[src/rtl/ssram_bw_pkg.sv]
package ssram_bw_pkg;
  typedef enum logic [1:0] {
    STB_NONE  = 2'd0,
    STB_PROC  = 2'd1,
    STB_CTRL  = 2'd2,
    STB_DESEL = 2'd3
  } stb_kind_e;
endpackage

[src/rtl/ssram_bw_decode.sv]
module ssram_bw_decode #(
  parameter int LANES = 4
) (
  input  logic             wr_ok_i,
  input  logic             all_wr_ni,
  input  logic             byte_wr_ni,
  input  logic [LANES-1:0] byte_sel_ni,
  output logic [LANES-1:0] be_o
);
  for (genvar i = 0; i < LANES; i++) begin : g_lane
    // global write overrides the per-lane path
    assign be_o[i] = wr_ok_i & (~all_wr_ni | (~byte_wr_ni & ~byte_sel_ni[i]));
  end
endmodule

[src/rtl/ssram_bw_access.sv]
module ssram_bw_access
  import ssram_bw_pkg::*;
#(
  parameter int ADDR_W = 6
) (
  input  logic              clk_i,
  input  logic              rst_ni,
  input  logic              chip_en_i,
  input  logic              proc_stb_ni,
  input  logic              ctrl_stb_ni,
  input  logic              sleep_i,
  input  logic [ADDR_W-1:0] addr_i,
  output logic [ADDR_W-1:0] addr_q_o,
  output logic [ADDR_W-1:0] wr_addr_o,
  output logic              sess_o,
  output logic              wr_ok_o
);
  stb_kind_e         kind;
  logic [ADDR_W-1:0] addr_q;
  logic              sess_q;

  always_comb begin
    if (sleep_i)                        kind = STB_NONE;
    else if (!proc_stb_ni && chip_en_i) kind = STB_PROC;
    else if (!ctrl_stb_ni)              kind = chip_en_i ? STB_CTRL : STB_DESEL;
    else                                kind = STB_NONE;
  end

  // processor-strobe cycle never writes; controller strobe writes at the new address
  assign wr_ok_o   = (kind == STB_CTRL) | ((kind == STB_NONE) & sess_q & ~sleep_i);
  assign wr_addr_o = (kind == STB_CTRL) ? addr_i : addr_q;
  assign addr_q_o  = addr_q;
  assign sess_o    = sess_q;

  always_ff @(posedge clk_i or negedge rst_ni) begin
    if (!rst_ni) begin
      addr_q <= '0;
      sess_q <= 1'b0;
    end else begin
      unique case (kind)
        STB_PROC, STB_CTRL: begin
          addr_q <= addr_i;
          sess_q <= 1'b1;
        end
        STB_DESEL: sess_q <= 1'b0;
        default: ;
      endcase
    end
  end
endmodule

[src/rtl/ssram_bw_array.sv]
module ssram_bw_array #(
  parameter int ADDR_W = 6,
  parameter int LANES  = 4,
  parameter int LANE_W = 8
) (
  input  logic                    clk_i,
  input  logic [LANES-1:0]        be_i,
  input  logic [ADDR_W-1:0]       waddr_i,
  input  logic [LANES*LANE_W-1:0] wdata_i,
  input  logic [ADDR_W-1:0]       raddr_i,
  output logic [LANES*LANE_W-1:0] rdata_o
);
  localparam int DEPTH = 1 << ADDR_W;

  for (genvar i = 0; i < LANES; i++) begin : g_lane
    logic [LANE_W-1:0] mem [DEPTH];
    always_ff @(posedge clk_i) begin
      if (be_i[i]) mem[waddr_i] <= wdata_i[i*LANE_W +: LANE_W];
    end
    assign rdata_o[i*LANE_W +: LANE_W] = mem[raddr_i];
  end
endmodule

[src/rtl/ssram_bw_io.sv]
module ssram_bw_io #(
  parameter int ADDR_W = 6,
  parameter int LANES  = 4,
  parameter int LANE_W = 8,
  localparam int DATA_W = LANES * LANE_W
) (
  input  logic              clk_i,
  input  logic              rst_ni,
  input  logic              chip_en_i,
  input  logic              proc_stb_ni,
  input  logic              ctrl_stb_ni,
  input  logic              all_wr_ni,
  input  logic              byte_wr_ni,
  input  logic [LANES-1:0]  byte_sel_ni,
  input  logic [ADDR_W-1:0] addr_i,
  input  logic [DATA_W-1:0] wdata_i,
  input  logic              oe_ni,
  input  logic              sleep_i,
  output logic [DATA_W-1:0] rdata_o,
  output logic              drive_o,
  output logic [LANES-1:0]  wr_be_o
);
  logic [ADDR_W-1:0] addr_q, wr_addr;
  logic              sess, wr_ok;
  logic [LANES-1:0]  be;

  ssram_bw_access #(.ADDR_W(ADDR_W)) u_access (
    .clk_i       (clk_i),
    .rst_ni      (rst_ni),
    .chip_en_i   (chip_en_i),
    .proc_stb_ni (proc_stb_ni),
    .ctrl_stb_ni (ctrl_stb_ni),
    .sleep_i     (sleep_i),
    .addr_i      (addr_i),
    .addr_q_o    (addr_q),
    .wr_addr_o   (wr_addr),
    .sess_o      (sess),
    .wr_ok_o     (wr_ok)
  );

  ssram_bw_decode #(.LANES(LANES)) u_decode (
    .wr_ok_i     (wr_ok),
    .all_wr_ni   (all_wr_ni),
    .byte_wr_ni  (byte_wr_ni),
    .byte_sel_ni (byte_sel_ni),
    .be_o        (be)
  );

  ssram_bw_array #(.ADDR_W(ADDR_W), .LANES(LANES), .LANE_W(LANE_W)) u_array (
    .clk_i   (clk_i),
    .be_i    (be),
    .waddr_i (wr_addr),
    .wdata_i (wdata_i),
    .raddr_i (addr_q),
    .rdata_o (rdata_o)
  );

  // any detected write forces tristate regardless of oe_ni
  assign drive_o = ~oe_ni & sess & ~sleep_i & ~(|be);
  assign wr_be_o = be;
endmodule

[config.mk]
export PLATFORM = sky130hd
export DESIGN_NAME = ssram_bw_io
export DESIGN_NICKNAME = d
export VERILOG_FILES = /design/src/rtl/ssram_bw_pkg.sv /design/src/rtl/ssram_bw_decode.sv /design/src/rtl/ssram_bw_access.sv /design/src/rtl/ssram_bw_array.sv /design/src/rtl/ssram_bw_io.sv
export SDC_FILE = /design/constraint.sdc
export NUM_CORES = 2
export LEC_CHECK = 0
export ABC_AREA = 1
export ABC_CLOCK_PERIOD_IN_PS = 4220
export BUFFER_PORTS_ARGS = -buffer_cell sky130_fd_sc_hd__clkbuf_2
export CAP_MARGIN = 15
export CORE_MARGIN = 10
export CORE_UTILIZATION = 34
export CTS_BUF_LIST = sky130_fd_sc_hd__clkbuf_4
export CTS_CLUSTER_DIAMETER = 200
export DETAILED_ROUTE_END_ITERATION = 6
export SLEW_MARGIN = 25
export SYNTH_ARGS = -nofsm -noshare
export SYNTH_HDL_FRONTEND = slang
export SYNTH_SLANG_ARGS = --single-unit
export TNS_END_PERCENT = 5
[constraint.sdc]
create_clock -name clk_i -period 4.22 [get_ports clk_i]
set_input_delay 0.633 -clock clk_i [delete_from_list [all_inputs] [get_ports clk_i]]
set_output_delay 0.633 -clock clk_i [all_outputs]
set_load 0.02 [all_outputs]
After elaboration in Yosys (flattened, before gate mapping)
Memory sizes are Yosys's and may differ from the RTL's.
Index checks and enable logic that the tools add are counted.
- bits in registers: 7
- RAM bits: 2048
- memories kept: 4
- memory list (name ; depth ; width ; rd ports ; clocked after Yosys merged registers in ; write ports ; line ; text):
    u_array.g_lane[0].mem ; 64 ; 8 ; 1 ; 0 ; 1 ; ssram_bw_array.sv:16 ; logic [LANE_W-1:0] mem [DEPTH];
    u_array.g_lane[1].mem ; 64 ; 8 ; 1 ; 0 ; 1 ; ssram_bw_array.sv:16 ;
    u_array.g_lane[2].mem ; 64 ; 8 ; 1 ; 0 ; 1 ; ssram_bw_array.sv:16 ;
    u_array.g_lane[3].mem ; 64 ; 8 ; 1 ; 0 ; 1 ; ssram_bw_array.sv:16 ;
- equality and inequality tests: 3
- mux-type cells: 14
- bitwise gates (word level): 27
- reductions and logical operators: 6
- operators with widths (kind ; number):
    1-bit AND ; 13
    1-bit two-way mux ; 9
    1-bit NOT ; 9
    2-bit two-way mux ; 3
    6-bit two-way mux ; 1
    1-bit OR ; 5
    2-bit == test (second input constant) ; 2
    4-bit OR reduction ; 1
    2-bit by 1-bit == test with 1-bit output (second input constant) ; 1
    2-bit zero test ; 1
    1-bit one-hot mux with 2 select lines ; 1
    2-bit nonzero test ; 1
    2-bit OR reduction ; 1
    1-bit logical AND ; 1
    1-bit zero test ; 1

Longest topological paths before layout
- depth after elaboration: 12
- mapped depth: 13
- gate-level depth less buffers: 12

By module
A second synthesis with hierarchy kept.
- cells, all modules: 7105
- area total of the unflattened synthesis: 83650.2 um^2
- modules (own cells, without submodules) (module ; instances ; cells an instance ; area an instance (um^2) ; seq. area each (um^2)):
    ssram_bw_array ; 1 ; 7024 ; 83111.0 ; 61499.0
    ssram_bw_access ; 1 ; 60 ; 454.2 ; 175.2
    ssram_bw_decode ; 1 ; 14 ; 52.6 ; 0.0
    ssram_bw_io ; 1 ; 7 ; 32.5 ; 0.0

Least setup slack after synthesis
No wires, ideal clock.
- path type: input to register
- from: input chip_en_i
- to: memory u_array.g_lane[0].mem[7][0], enable pin
- setup time: 0.370 ns
- data arrival time: 2.641 ns
- setup slack: 1.209 ns
- stages on the path: 11
- buffers on the path: 0
- path through: inv_1 -> nor2_1 -> a22oi_1 -> ha_1 -> inv_2 -> or2_2 -> o21ai_2 -> inv_2 -> nor2_4 -> nand2_1 -> nor2_1
- cells in the longest elaborated chain, start to end: 11
- RTL lines (element ; line ; text):
    start: declaration ; ssram_bw_io.sv:9 ; input logic chip_en_i,
    1-bit two-way mux ; ssram_bw_access.sv:25 ; else if (!ctrl_stb_ni) kind = chip_en_i ? STB_CTRL : STB_DESEL;
    2-bit two-way mux ; ssram_bw_access.sv:25 ;
    2-bit two-way mux * ; ssram_bw_access.sv:24 ; else if (!proc_stb_ni && chip_en_i) kind = STB_PROC;
    2-bit two-way mux * ; ssram_bw_access.sv:23 ; if (sleep_i) kind = STB_NONE;
    2-bit zero test ; ssram_bw_access.sv:30 ; assign wr_ok_o = (kind == STB_CTRL) | ((kind == STB_NONE) & sess_q & ~sleep_i);
    1-bit AND (2 in series) ; ssram_bw_access.sv:30 ;
    1-bit OR ; ssram_bw_access.sv:30 ;
    1-bit AND ; ssram_bw_decode.sv:12 ; assign be_o[i] = wr_ok_i & (~all_wr_ni | (~byte_wr_ni & ~byte_sel_ni[i]));
    1-bit two-way mux ; ssram_bw_array.sv:18 ; if (be_i[i]) mem[waddr_i] <= wdata_i[i*LANE_W +: LANE_W];
    1-bit two-way mux (not written as such) ; ssram_bw_array.sv:18 ;
    end: declaration ; ssram_bw_array.sv:16 ;
Every way passes the cells marked *; elsewhere a longest branch is shown, timed or not.

Final worst setup path
- from: register u_access.addr_q[4], in the netlist u_access.addr_q_o[4]
- to: output rdata_o[20]
- cells in the longest elaborated chain, start to end: 1
- RTL lines (element ; line ; text):
    start: declaration ; ssram_bw_access.sv:19 ; logic [ADDR_W-1:0] addr_q;
    start signal: assignment ; ssram_bw_access.sv:42 ; addr_q <= addr_i;
    memory read 64 x 8 bit ; -- ;
    end: declaration ; ssram_bw_io.sv:19 ; output logic [DATA_W-1:0] rdata_o,
No other way between the ends.

==> results.toml <==
[critical_path]
end_kind = "output pin"
crit_type = "register to output pin"
worst_setup_path_start_kind = "register"
reg2reg_depth = 8
cp.required_ns = 3.59
r2r_end = "u_array.g_lane[3].mem[45][1]$_DFFE_PP_"
worstSetupStartpoint = "u_access.addr_q_o[4]$_DFFE_PN0P_"
r2r-start = "u_access.addr_q_o[2]$_DFFE_PN0P_"
worst-r2r-setup-slack_ns = 0.43
arrival_ns = 3.75
worst-path-max-fanout = 32

[synth]
synth_top_family_by_area = "simple AND/OR/NAND/NOR gates"
synthMuxAreaShare_pct = 0
yosysSeqAreaShare_pct = 74.0
synthAdderAreaFrac_pct = 0.0600
synth-xor-area-share_pct = 0
synthDistinctLibCells = 21
synth.avg_cell_area_um2 = 11.7
syn_area_um2 = 83300
synth_area_leaders = "edfxtp_1 (74%), nand3_1 (11%), nand2_1 (11%)"
syn_nets = 7164
synth_warnings = 0
synthSimpleGateAreaFrac_pct = 23.4
synth_seq_cells = 2055
synth_compound_area_share_pct = 0.120
synthCells = 7109
synth.largest_area_cell = "edfxtp_1"
synth_top_area_share_pct = 73.8

[timing]
fin_skew_ns = 0.0988
maxSlewHeadroom_pct = 23.9
worst_pin_slew_ns = 1.14
period_minus_slack_ns = 4.38
holdWs_ns = 0.124
setup_viol = 32
clock.fmax_mhz = 228
rsz0062_at_grt = "yes"
fin_crit_sh_pct = 104
finalMaxSlewViolations = 0
hold_violations = 0
setup_ws_ns = -0.161

[status]
status = "finished, violations left"
violations = "negative setup slack"

[cells_and_area]
final_nets = 7954
fin_cells = 11466
mostFrequentLayoutCell = "nand2_1"
area_growth_pct = 22.5
final_cell_mix = "nand2_1 (2273), edfxtp_1 (2048), nand3_1 (1663)"
layout-drive-gt1-share_pct = 22.4

[routing]
wire_per_inst_um = 24.6
final_antenna_net_count = 0
via_per_inst = 5.33
drt_iter0_markers = 7789
dr.pass1.iters = 7
drc_errors = 0
vias = 61073
drt-total-wl_um = 282000

[hold_path]
hold_path_end = "u_array.g_lane[2].mem[42][5]$_DFFE_PP_"
worstHoldStart = "wdata_i[21]"
worstHoldPathType = "input port to register"
hold_depth = 1

[floorplan]
ios = 88
die_width_um = 515
die_height_um = 515
core_um2 = 244000
die-area_um2 = 265000
start_util_pct = 34.2
rows = 181

[power]
clkPwrFrac_pct = 32.5
swShare_pct = 32.1
vdd_drop_max_uv = 322
pwr-share-seq_pct = 42.5
switchingPower_w = 0.0172
intPower_w = 0.0363
p_comb_share_pct = 25.0
p_leak_nw = 37.3
p_per_area_nw_per_um2 = 524

[clock_tree]
cts_inserted_buffers = 555
path_clk_slew_ns = 0.06
clk_latency_ns = 1.40
clock-root-buffer = "clkbuf_4"
clock-sinks = 2055
h-tree-depth = 6
cts_tree = "done"
clk_path_buf_depth = 4

[global_route]
antenna_found_initial = 21
grt_pass1_wl_um = 399000
gr-usage-all-layers_pct = 20.1
overflow = 0
grt_pass1_vias = 59335
grt_start_max_net_pins = 97

[placement]
dp_hpwl_um = 164000
place_ws_ns = -0.0650
port_buffers = 87
gp_congestion = 0.887
post-place-cells = 10388

[flow_run]
maxCapViolations = 0
[synthesized netlist by cell type]
cell / count
nand3_1: 1884
a22oi_1: 1
nor2_1: 260
clkbuf_1: 261
nor2_4: 8
or2_2: 2
buf_2: 146
inv_1: 15
clkinv_1: 1
nand2_1: 2370
ha_1: 4
dfrtp_1: 7
o21ai_2: 2
o21ai_0: 15
or2_0: 2
or2_1: 2
nor2_2: 6
nor3_1: 2
buf_1: 68
edfxtp_1: 2048
inv_2: 5
[layer usage]
layer	routed length [µm]	global-route usage, %
met5	74	0
met4	16500	10.9
met3	26900	4.34
met2	132000	32.1
met1	107000	25.6
[power groups by stage]
| stage | logic [W] | registers, W | clock network (W) |
|---|---|---|---|
| after floorplan | 0.00588 | 0.0231 | 0 |
| after global placement | 0.0101 | 0.0232 | 0 |
| after detailed placement | 0.0101 | 0.0232 | 0 |
| after CTS | 0.0123 | 0.0227 | 0.0177 |
| after global routing | 0.0141 | 0.0227 | 0.0188 |
| final | 0.0134 | 0.0227 | 0.0174 |
[flip-flops by register name, summed over array words and instances (netlist names)]
name,count
u_access.sess_o,1
u_array.g_lane.mem,2048
u_access.addr_q_o,6
[cell families (layout without fill, tap and decap cells)]
logic type      after synthesis  in the layout
simple gates               4536           4536
flops                      2055           2055
buf+inv                     496           1640
compound gates               18             18
fa+ha+maj                     4              4
other cells                   0             11
[through the flow]
step           area [µm²]  TNS, ns  utilization (%)  power [W]
3_3_place_gp        90100   -0.782             37.0     0.0333
6_report           102000    -2.79             41.9     0.0535
2_1_floorplan       83300        0                -     0.0289
3_5_place_dp        90100   -0.519             37.0     0.0333
5_1_grt            102000    -6.39             41.9     0.0556
4_1_cts            100000    -7.59             41.2     0.0527
[critical path: stages (launching register included)]
cell and delay, ns:
dfrtp_2 0.83, buf_4 0.57, nand3_1 0.33, nand3_2 0.16, nand2_2 0.07, buf_8 0.15
clkbuf_8 0.16
[area by class of cell]
cell class	instances	area [µm²]
inverters	21	150
repair inverters	9	150
flip-flops and latches	2055	61700
well taps	3202	4010
diodes	11	27.5
clock inverters	127	842
repair buffers	699	8050
fillers	22723	142000
multi-input cells	4558	21300
clock buffers	784	5890
[repair_timing]
item / CTS / global route
buffers inserted: 42 / 7
pin swaps: 57 / 99
gates resized for setup: 375 / 232
cloned: 47 / 28
endpoints found under the hold margin: 976 / 14
endpoints found under the setup margin: 32 / 32
hold buffers: 35 / 1
[worst max path at each step]
stage,endpoint,slack [ns],depth (start not counted)
after floorplan,u_array.g_lane[0].mem[7][0]$_DFFE_PP_,1.21,11
after global placement,u_array.g_lane[3].mem[45][3]$_DFFE_PP_,-0.1,12
after detailed placement,u_array.g_lane[3].mem[45][1]$_DFFE_PP_,-0.06,12
after CTS,rdata_o[16],-0.27,14
after global routing,rdata_o[20],-0.23,15
final,rdata_o[20],-0.16,6
Power figures use the tool's default switching activity.
